`src/rtl/tap_pkg.sv`:
```
package tap_pkg;

  localparam int STATE_W = 4;

  typedef enum logic [STATE_W-1:0] {
    ST_RESET      = 4'd0,
    ST_IDLE       = 4'd1,
    ST_DR_SELECT  = 4'd2,
    ST_DR_CAPTURE = 4'd3,
    ST_DR_SHIFT   = 4'd4,
    ST_DR_EXIT1   = 4'd5,
    ST_DR_PAUSE   = 4'd6,
    ST_DR_EXIT2   = 4'd7,
    ST_DR_UPDATE  = 4'd8,
    ST_IR_SELECT  = 4'd9,
    ST_IR_CAPTURE = 4'd10,
    ST_IR_SHIFT   = 4'd11,
    ST_IR_EXIT1   = 4'd12,
    ST_IR_PAUSE   = 4'd13,
    ST_IR_EXIT2   = 4'd14,
    ST_IR_UPDATE  = 4'd15
  } tap_state_e;

  // Strobes valid for the whole cycle, used on the next rising edge
  typedef struct packed {
    logic reset;
    logic ir_cap;
    logic ir_shift;
    logic dr_cap;
    logic dr_shift;
  } rise_ctl_t;

  // Signals re-timed to the falling edge
  typedef struct packed {
    logic ir_upd;
    logic dr_upd;
    logic ir_sel;
    logic tdo_oe;
  } fall_ctl_t;

endpackage

```
`src/rtl/tap_rst_sync.sv`:
```
module tap_rst_sync #(
  parameter int STAGES = 2
) (
  input  logic clk,
  input  logic arst_n,
  output logic rst_n_o
);

  generate
    if (STAGES == 1) begin : g_one
      logic sync_q;
      always_ff @(posedge clk or negedge arst_n) begin
        if (!arst_n) sync_q <= 1'b0;
        else         sync_q <= 1'b1;
      end
      assign rst_n_o = sync_q;
    end else begin : g_multi
      logic [STAGES-1:0] sync_q;
      always_ff @(posedge clk or negedge arst_n) begin
        if (!arst_n) sync_q <= '0;
        else         sync_q <= {sync_q[STAGES-2:0], 1'b1};
      end
      assign rst_n_o = sync_q[STAGES-1];
    end
  endgenerate

endmodule

```
`src/rtl/tap_state_fsm.sv`:
```
module tap_state_fsm
  import tap_pkg::*;
(
  input  logic       tck,
  input  logic       rst_n,
  input  logic       tms,
  output tap_state_e state_q
);

  tap_state_e state_d;

  always_comb begin
    state_d = state_q;
    unique case (state_q)
      ST_RESET:      state_d = tms ? ST_RESET      : ST_IDLE;
      ST_IDLE:       state_d = tms ? ST_DR_SELECT  : ST_IDLE;
      ST_DR_SELECT:  state_d = tms ? ST_IR_SELECT  : ST_DR_CAPTURE;
      ST_DR_CAPTURE: state_d = tms ? ST_DR_EXIT1   : ST_DR_SHIFT;
      ST_DR_SHIFT:   state_d = tms ? ST_DR_EXIT1   : ST_DR_SHIFT;
      ST_DR_EXIT1:   state_d = tms ? ST_DR_UPDATE  : ST_DR_PAUSE;
      ST_DR_PAUSE:   state_d = tms ? ST_DR_EXIT2   : ST_DR_PAUSE;
      ST_DR_EXIT2:   state_d = tms ? ST_DR_UPDATE  : ST_DR_SHIFT;
      ST_DR_UPDATE:  state_d = tms ? ST_DR_SELECT  : ST_IDLE;
      ST_IR_SELECT:  state_d = tms ? ST_RESET      : ST_IR_CAPTURE;
      ST_IR_CAPTURE: state_d = tms ? ST_IR_EXIT1   : ST_IR_SHIFT;
      ST_IR_SHIFT:   state_d = tms ? ST_IR_EXIT1   : ST_IR_SHIFT;
      ST_IR_EXIT1:   state_d = tms ? ST_IR_UPDATE  : ST_IR_PAUSE;
      ST_IR_PAUSE:   state_d = tms ? ST_IR_EXIT2   : ST_IR_PAUSE;
      ST_IR_EXIT2:   state_d = tms ? ST_IR_UPDATE  : ST_IR_SHIFT;
      ST_IR_UPDATE:  state_d = tms ? ST_DR_SELECT  : ST_IDLE;
      default:       state_d = ST_RESET;
    endcase
  end

  always_ff @(posedge tck or negedge rst_n) begin
    if (!rst_n) state_q <= ST_RESET;
    else        state_q <= state_d;
  end

endmodule

```
`src/rtl/tap_rise_decode.sv`:
```
module tap_rise_decode
  import tap_pkg::*;
(
  input  tap_state_e state,
  output rise_ctl_t  ctl
);

  always_comb begin
    ctl          = '0;
    ctl.reset    = (state == ST_RESET);
    ctl.ir_cap   = (state == ST_IR_CAPTURE);
    ctl.ir_shift = (state == ST_IR_SHIFT);
    ctl.dr_cap   = (state == ST_DR_CAPTURE);
    ctl.dr_shift = (state == ST_DR_SHIFT);
  end

endmodule

```
`src/rtl/tap_fall_stage.sv`:
```
module tap_fall_stage
  import tap_pkg::*;
(
  input  logic       tck,
  input  logic       rst_n,
  input  tap_state_e state,
  output fall_ctl_t  ctl_q
);

  fall_ctl_t ctl_d;

  always_comb begin
    ctl_d        = '0;
    ctl_d.ir_upd = (state == ST_IR_UPDATE);
    ctl_d.dr_upd = (state == ST_DR_UPDATE);
    ctl_d.ir_sel = (state >= ST_IR_CAPTURE);
    ctl_d.tdo_oe = (state == ST_IR_SHIFT) || (state == ST_DR_SHIFT);
  end

  always_ff @(negedge tck or negedge rst_n) begin
    if (!rst_n) ctl_q <= '0;
    else        ctl_q <= ctl_d;
  end

endmodule

```
`src/rtl/tap_sequencer.sv`:
```
module tap_sequencer
  import tap_pkg::*;
#(
  parameter int RST_SYNC_STAGES = 2
) (
  input  logic               tck,
  input  logic               trst_n,
  input  logic               tms,
  output logic [STATE_W-1:0] state_o,
  output logic               reset_o,
  output logic               ir_capture_o,
  output logic               ir_shift_o,
  output logic               dr_capture_o,
  output logic               dr_shift_o,
  output logic               ir_update_o,
  output logic               dr_update_o,
  output logic               ir_sel_o,
  output logic               tdo_oe_o
);

  logic       rst_n_sync;
  tap_state_e state_q;
  rise_ctl_t  rise_ctl;
  fall_ctl_t  fall_ctl;

  tap_rst_sync #(.STAGES(RST_SYNC_STAGES)) u_rst_sync (
    .clk     (tck),
    .arst_n  (trst_n),
    .rst_n_o (rst_n_sync)
  );

  tap_state_fsm u_fsm (
    .tck     (tck),
    .rst_n   (rst_n_sync),
    .tms     (tms),
    .state_q (state_q)
  );

  tap_rise_decode u_rise (
    .state (state_q),
    .ctl   (rise_ctl)
  );

  tap_fall_stage u_fall (
    .tck   (tck),
    .rst_n (rst_n_sync),
    .state (state_q),
    .ctl_q (fall_ctl)
  );

  assign state_o      = state_q;
  assign reset_o      = rise_ctl.reset;
  assign ir_capture_o = rise_ctl.ir_cap;
  assign ir_shift_o   = rise_ctl.ir_shift;
  assign dr_capture_o = rise_ctl.dr_cap;
  assign dr_shift_o   = rise_ctl.dr_shift;
  assign ir_update_o  = fall_ctl.ir_upd;
  assign dr_update_o  = fall_ctl.dr_upd;
  assign ir_sel_o     = fall_ctl.ir_sel;
  assign tdo_oe_o     = fall_ctl.tdo_oe;

endmodule

```
`config.mk`:
```
export PLATFORM = sky130hd
export DESIGN_NAME = tap_sequencer
export DESIGN_NICKNAME = d
export VERILOG_FILES = /design/src/rtl/tap_pkg.sv /design/src/rtl/tap_rst_sync.sv /design/src/rtl/tap_state_fsm.sv /design/src/rtl/tap_rise_decode.sv /design/src/rtl/tap_fall_stage.sv /design/src/rtl/tap_sequencer.sv
export SDC_FILE = /design/constraint.sdc
export NUM_CORES = 1
export LEC_CHECK = 0
export BUFFER_PORTS_ARGS = -buffer_cell sky130_fd_sc_hd__buf_2
export CELL_PAD_IN_SITES_DETAIL_PLACEMENT = 1
export CELL_PAD_IN_SITES_GLOBAL_PLACEMENT = 1
export CORE_AREA = 10 10 52 54
export DETAILED_ROUTE_END_ITERATION = 10
export DIE_AREA = 0 0 62 64
export HOLD_SLACK_MARGIN = 0.12
export PLACE_DENSITY = 0.68
export SLEW_MARGIN = 20
export SYNTH_ARGS = -nofsm -noshare
export SYNTH_HDL_FRONTEND = slang
export SYNTH_SLANG_ARGS = --single-unit
```
`constraint.sdc`:
```
create_clock -name tck -period 1.1 [get_ports tck]
set_input_delay 0.165 -clock tck [delete_from_list [all_inputs] [get_ports tck]]
set_output_delay 0.165 -clock tck [all_outputs]
set_load 0.05 [all_outputs]
```
==> flow_summary.yaml, run 1 <==
outcome:
  status: "aborted with a tool error"
  haltStage: "global routing"
  error: "[ERROR DPL-0033] detailed placement checks failed during check placement."
cts:
  root_buffer: "clkbuf_4"
  cts.path.max_buffers: 2
  cts_num_sinks: 10
  htreeDepth: 1
  numCtsBuffers: 3
yosys:
  synthCells: 58
  muxShareOfSynthArea_pct: 1.67
  synth_seq_cells: 10
  synth_adder_area_share_pct: 0
  synth_ff_type: "dfrtp_1"
  synth_area_leaders: "dfrtp_1 25%, dfrtn_1 17%, buf_6 7.5%, nor2b_1 6.3%, nor4b_4 4.0%"
  syn_area_um2: 601
  synth_top_family_by_area: "simple AND/OR/NAND/NOR gates"
  yosysSeqAreaShare_pct: 41.7
  synth_edf_count: 0
  yosysTopAreaCell: "dfrtp_1"
  async_flop_share_pct: 100
  synth.avg_cell_area_um2: 10.4
  yosys.area_share.simple_pct: 30.4
  yosys_warnings: 0
  syn_nets: 61
  synth_top_area_share_pct: 25.0
  yosysUniqueCellTypes: 32
  synth-xor-area-share_pct: 0
  synth_commonest_cells: "6 x dfrtp_1, 6 x nor2b_1, 4 x a21oi_1, 4 x buf_6, 4 x dfrtn_1"
  synth_compound_area_share_pct: 15.4
floorplan:
  die_w_um: 62
  ios: 16
  placementRows: 15
  fp.dieH_um: 64
  start_util_pct: 35.2
grt:
  grt_max_degree: 14
  antenna_found_initial: 0
placed_design:
  gp_congestion: 0.692
  detailed_place_hpwl_mm: 1.34
  io_buffers: 15
timing:
  postGrtWorstEndpoint: "u_fall.ctl_q[0]$_DFF_NN0_/D"
  worst_endpoint_kind: "register input"
per-stage QoR:
stage               hold WS (ps)  setup WS (ps)  util (%)  instance area, um2  std cells
floorplan                   -131           -972         -                 677         58
global placement           -49.4           -432      49.1                 838        108
detailed placement         -38.5           -447      49.1                 838        108
CTS                          151           -464      70.3                1200        126
logic make-up after synthesis:
logic type / after synthesis
simple gates: 26
compound gates: 13
flops: 10
buf+inv: 7
mux: 1
other cells: 1
repair_timing:
action	4_1_cts
cloned	2
setup buffers	11
gates resized for setup	52
endpoints found under the hold margin	2
pin swaps	6
hold buffers	1
setup endpoints to repair	21
==> run 2, diff against run 1 <==
- CELL_PAD_IN_SITES_DETAIL_PLACEMENT: 1 -> not set
- CELL_PAD_IN_SITES_GLOBAL_PLACEMENT: 1 -> not set
- CORE_AREA: 10 10 52 54 -> 10 10 71 73
- DIE_AREA: 0 0 62 64 -> 0 0 81 83
- HOLD_SLACK_MARGIN: 0.12 -> not set
- PLACE_DENSITY: 0.68 -> not set
- PLACE_DENSITY_LB_ADDON: not set -> 0.15
==> run 2 against run 1 <==
The flow now finishes, with violations (negative setup slack). Synthesized cell count stayed put. Area after synthesis stayed put.
==> flow_summary.yaml, run 2 <==
power:
  p_comb_share_pct: 76.2
  p_total_mw: 4.58
  power_frac_seq_pct: 15.4
  irDropWorstVdd_v: 0.00134
  p_int_mw: 2.59
  p_per_area_nw_per_um2: 3420
  power.leakage_nw: 0.577
  switching_share_pct: 43.5
  pwr-share-clk_pct: 8.4
  p_switching_mw: 1.99
timing:
  tns_ps: -6550
  hold_viol: 0
  hold_ws_ps: 251
  rsz0062_at_grt: "yes"
  postLayoutSetupSlackWorst_ps: -424
  slew_viol_final: 0
  fin_skew_ps: 28.0
  setup_viol_count_final: 21
worst_setup_path:
  rr_startpoint: "u_fsm.state_q[0]"
  crit_path_cell_trace: "buf_6"
  crit_family: "flip-flops"
  cp_max_fo: 1
  worstReg2RegEnd: "u_fall.ctl_q[0]"
  max_stage_delay_ps: 400
  critPathCapture: "ir_update_o"
  required_ps: 940
  reg2reg_depth: 3
  end_kind: "output port"
  crit_cells: 1
  critPathBufInv: 1
  crit_type: "reg2out"
  worstSetupStartpoint: "u_fall.ctl_q[3]"
  arrival_ps: 1360
  cp_slowest_cell: "dfrtn_1"
  startpoint_type: "register"
  r2r_setup_slack_ps: -420
yosys:
  yosysSeqAreaShare_pct: 41.7
  synth_edf_count: 0
  synth_seq_cells: 10
  yosysUniqueCellTypes: 32
  synth_commonest_cells: "6 x dfrtp_1, 6 x nor2b_1, 4 x a21oi_1, 4 x buf_6, 4 x dfrtn_1"
  syn_area_um2: 601
  syn_nets: 61
  synthCells: 58
  synth_ff_type: "dfrtp_1"
  synth_area_leaders: "dfrtp_1 25%, dfrtn_1 17%, buf_6 7.5%, nor2b_1 6.3%, nor4b_4 4.0%"
  yosys_warnings: 0
  async_flop_share_pct: 100
  yosysTopAreaCell: "dfrtp_1"
  synth.avg_cell_area_um2: 10.4
  synth_top_area_share_pct: 25.0
placed_design:
  dp_worst_setup_slack_ps: -429
  gp_congestion: 0.679
  placed_area_um2: 897
  dp_cells: 135
  detailed_place_hpwl_mm: 1.33
  io_buffers: 15
cells_and_area:
  diodes: 0
  final_core_util_pct: 36.9
  final_common_cell: "buf_6"
  stdcell_area_um2: 1340
  nFillCells: 375
  final_cell_mix: "24 x buf_6, 14 x buf_4, 8 x buf_8"
  reg.largest.list: "u_fall.ctl_q: 4 flops, u_fsm.state_q: 4 flops, u_rst_sync.g_multi.sync_q: 2 flops"
  register_area_um2: 258
  final_layout_size_suffix_gt1_share_pct: 74.8
  fin_nets: 111
  stdcell_count: 155
  area_growth_pct: 123
  multi_input_area_um2: 419
floorplan:
  ios: 16
  die_w_um: 81
  fp.coreArea_um2: 3630
  die_area_um2: 6720
  fp.dieH_um: 83
  start_util_pct: 16.5
  placementRows: 22
routing:
  drtPass1Iterations: 4
  drtIter0Drc: 14
  drtAntennaViolNets: 0
  wirelength_mm: 1.91
  wl_per_cell_um: 12.3
  viasPerCell: 3.85
  drc_errors: 0
  vias: 596
grt:
  grt_use_total_pct: 5.90
  grt_pass1_wl_mm: 3.19
  grt_pass1_vias: 626
  grt_max_degree: 14
  antenna_found_initial: 0
  grt-ovfl-total: 0
cts:
  clk_latency_ps: 250
  cts_num_sinks: 10
  root_buffer: "clkbuf_8"
  cts_tree: "yes"
  cts.path.max_buffers: 2
  htreeDepth: 1
  clk_pin_slew_worst_paths_ps: 40
  numCtsBuffers: 3
hold_path:
  min_path_type: "in2async"
outcome:
  violations: "negative setup slack"
  status: "complete, but fails checks"
run:
  maxCapViolCount: 0
run 2: cell counts after synthesis:
No cell type changed its count.
run 2: cell families after synthesis:
group / share of synthesized area, %
multiplexers: 1.67
buffers and inverters: 10.2
flip-flops: 41.7
AND/OR/NAND/NOR: 30.4
AO/OA/AOI/OAI: 15.4
other: 0.624
run 2: repair_timing:
action	in CTS	in global routing
buffers inserted	12	8
hold buffers	1	0
endpoints found under the setup margin	21	21
hold endpoints to repair	2	0
resized for setup	58	17
pin swaps	5	9
run 2: final cells by class:
type	instances	area share [%]
inverter	1	0.280
multi-input combinational	41	31.2
tap	48	4.48
clock buffer	4	3.36
sequential	10	19.2
timing repair buffer	51	41.4
run 2: power by group through the flow:
stage               Combinational (mW)  Clock (mW)  Sequential (mW)
floorplan                         1.20           0             1.06
finish                            3.49       0.384            0.705
CTS                               3.16       0.404            0.698
detailed placement                2.20           0            0.659
global placement                  2.22           0            0.649
global route                      3.70       0.424            0.725
run 2: routing by layer:
metal  global-route usage [%]  up-vias  routed length (um)
li1                         -      298                   -
met1                     7.16      284                 863
met2                     9.58       12                 958
met3                     1.40        2                  69
met4                     2.35        0                  14
met5                        0        -                   0
run 2: worst min-delay path by stage:
stage,slack (ps),to,cells past startpoint
2_1_floorplan,-130,u_rst_sync.g_multi.sync_q[0],0
3_3_place_gp,-50,u_rst_sync.g_multi.sync_q[0],1
3_5_place_dp,-50,u_rst_sync.g_multi.sync_q[1],1
4_1_cts,250,u_rst_sync.g_multi.sync_q[1],2
5_1_grt,260,u_rst_sync.g_multi.sync_q[1],2
6_report,250,u_rst_sync.g_multi.sync_q[1],2
No activity file was read; power rests on OpenSTA's default activity.
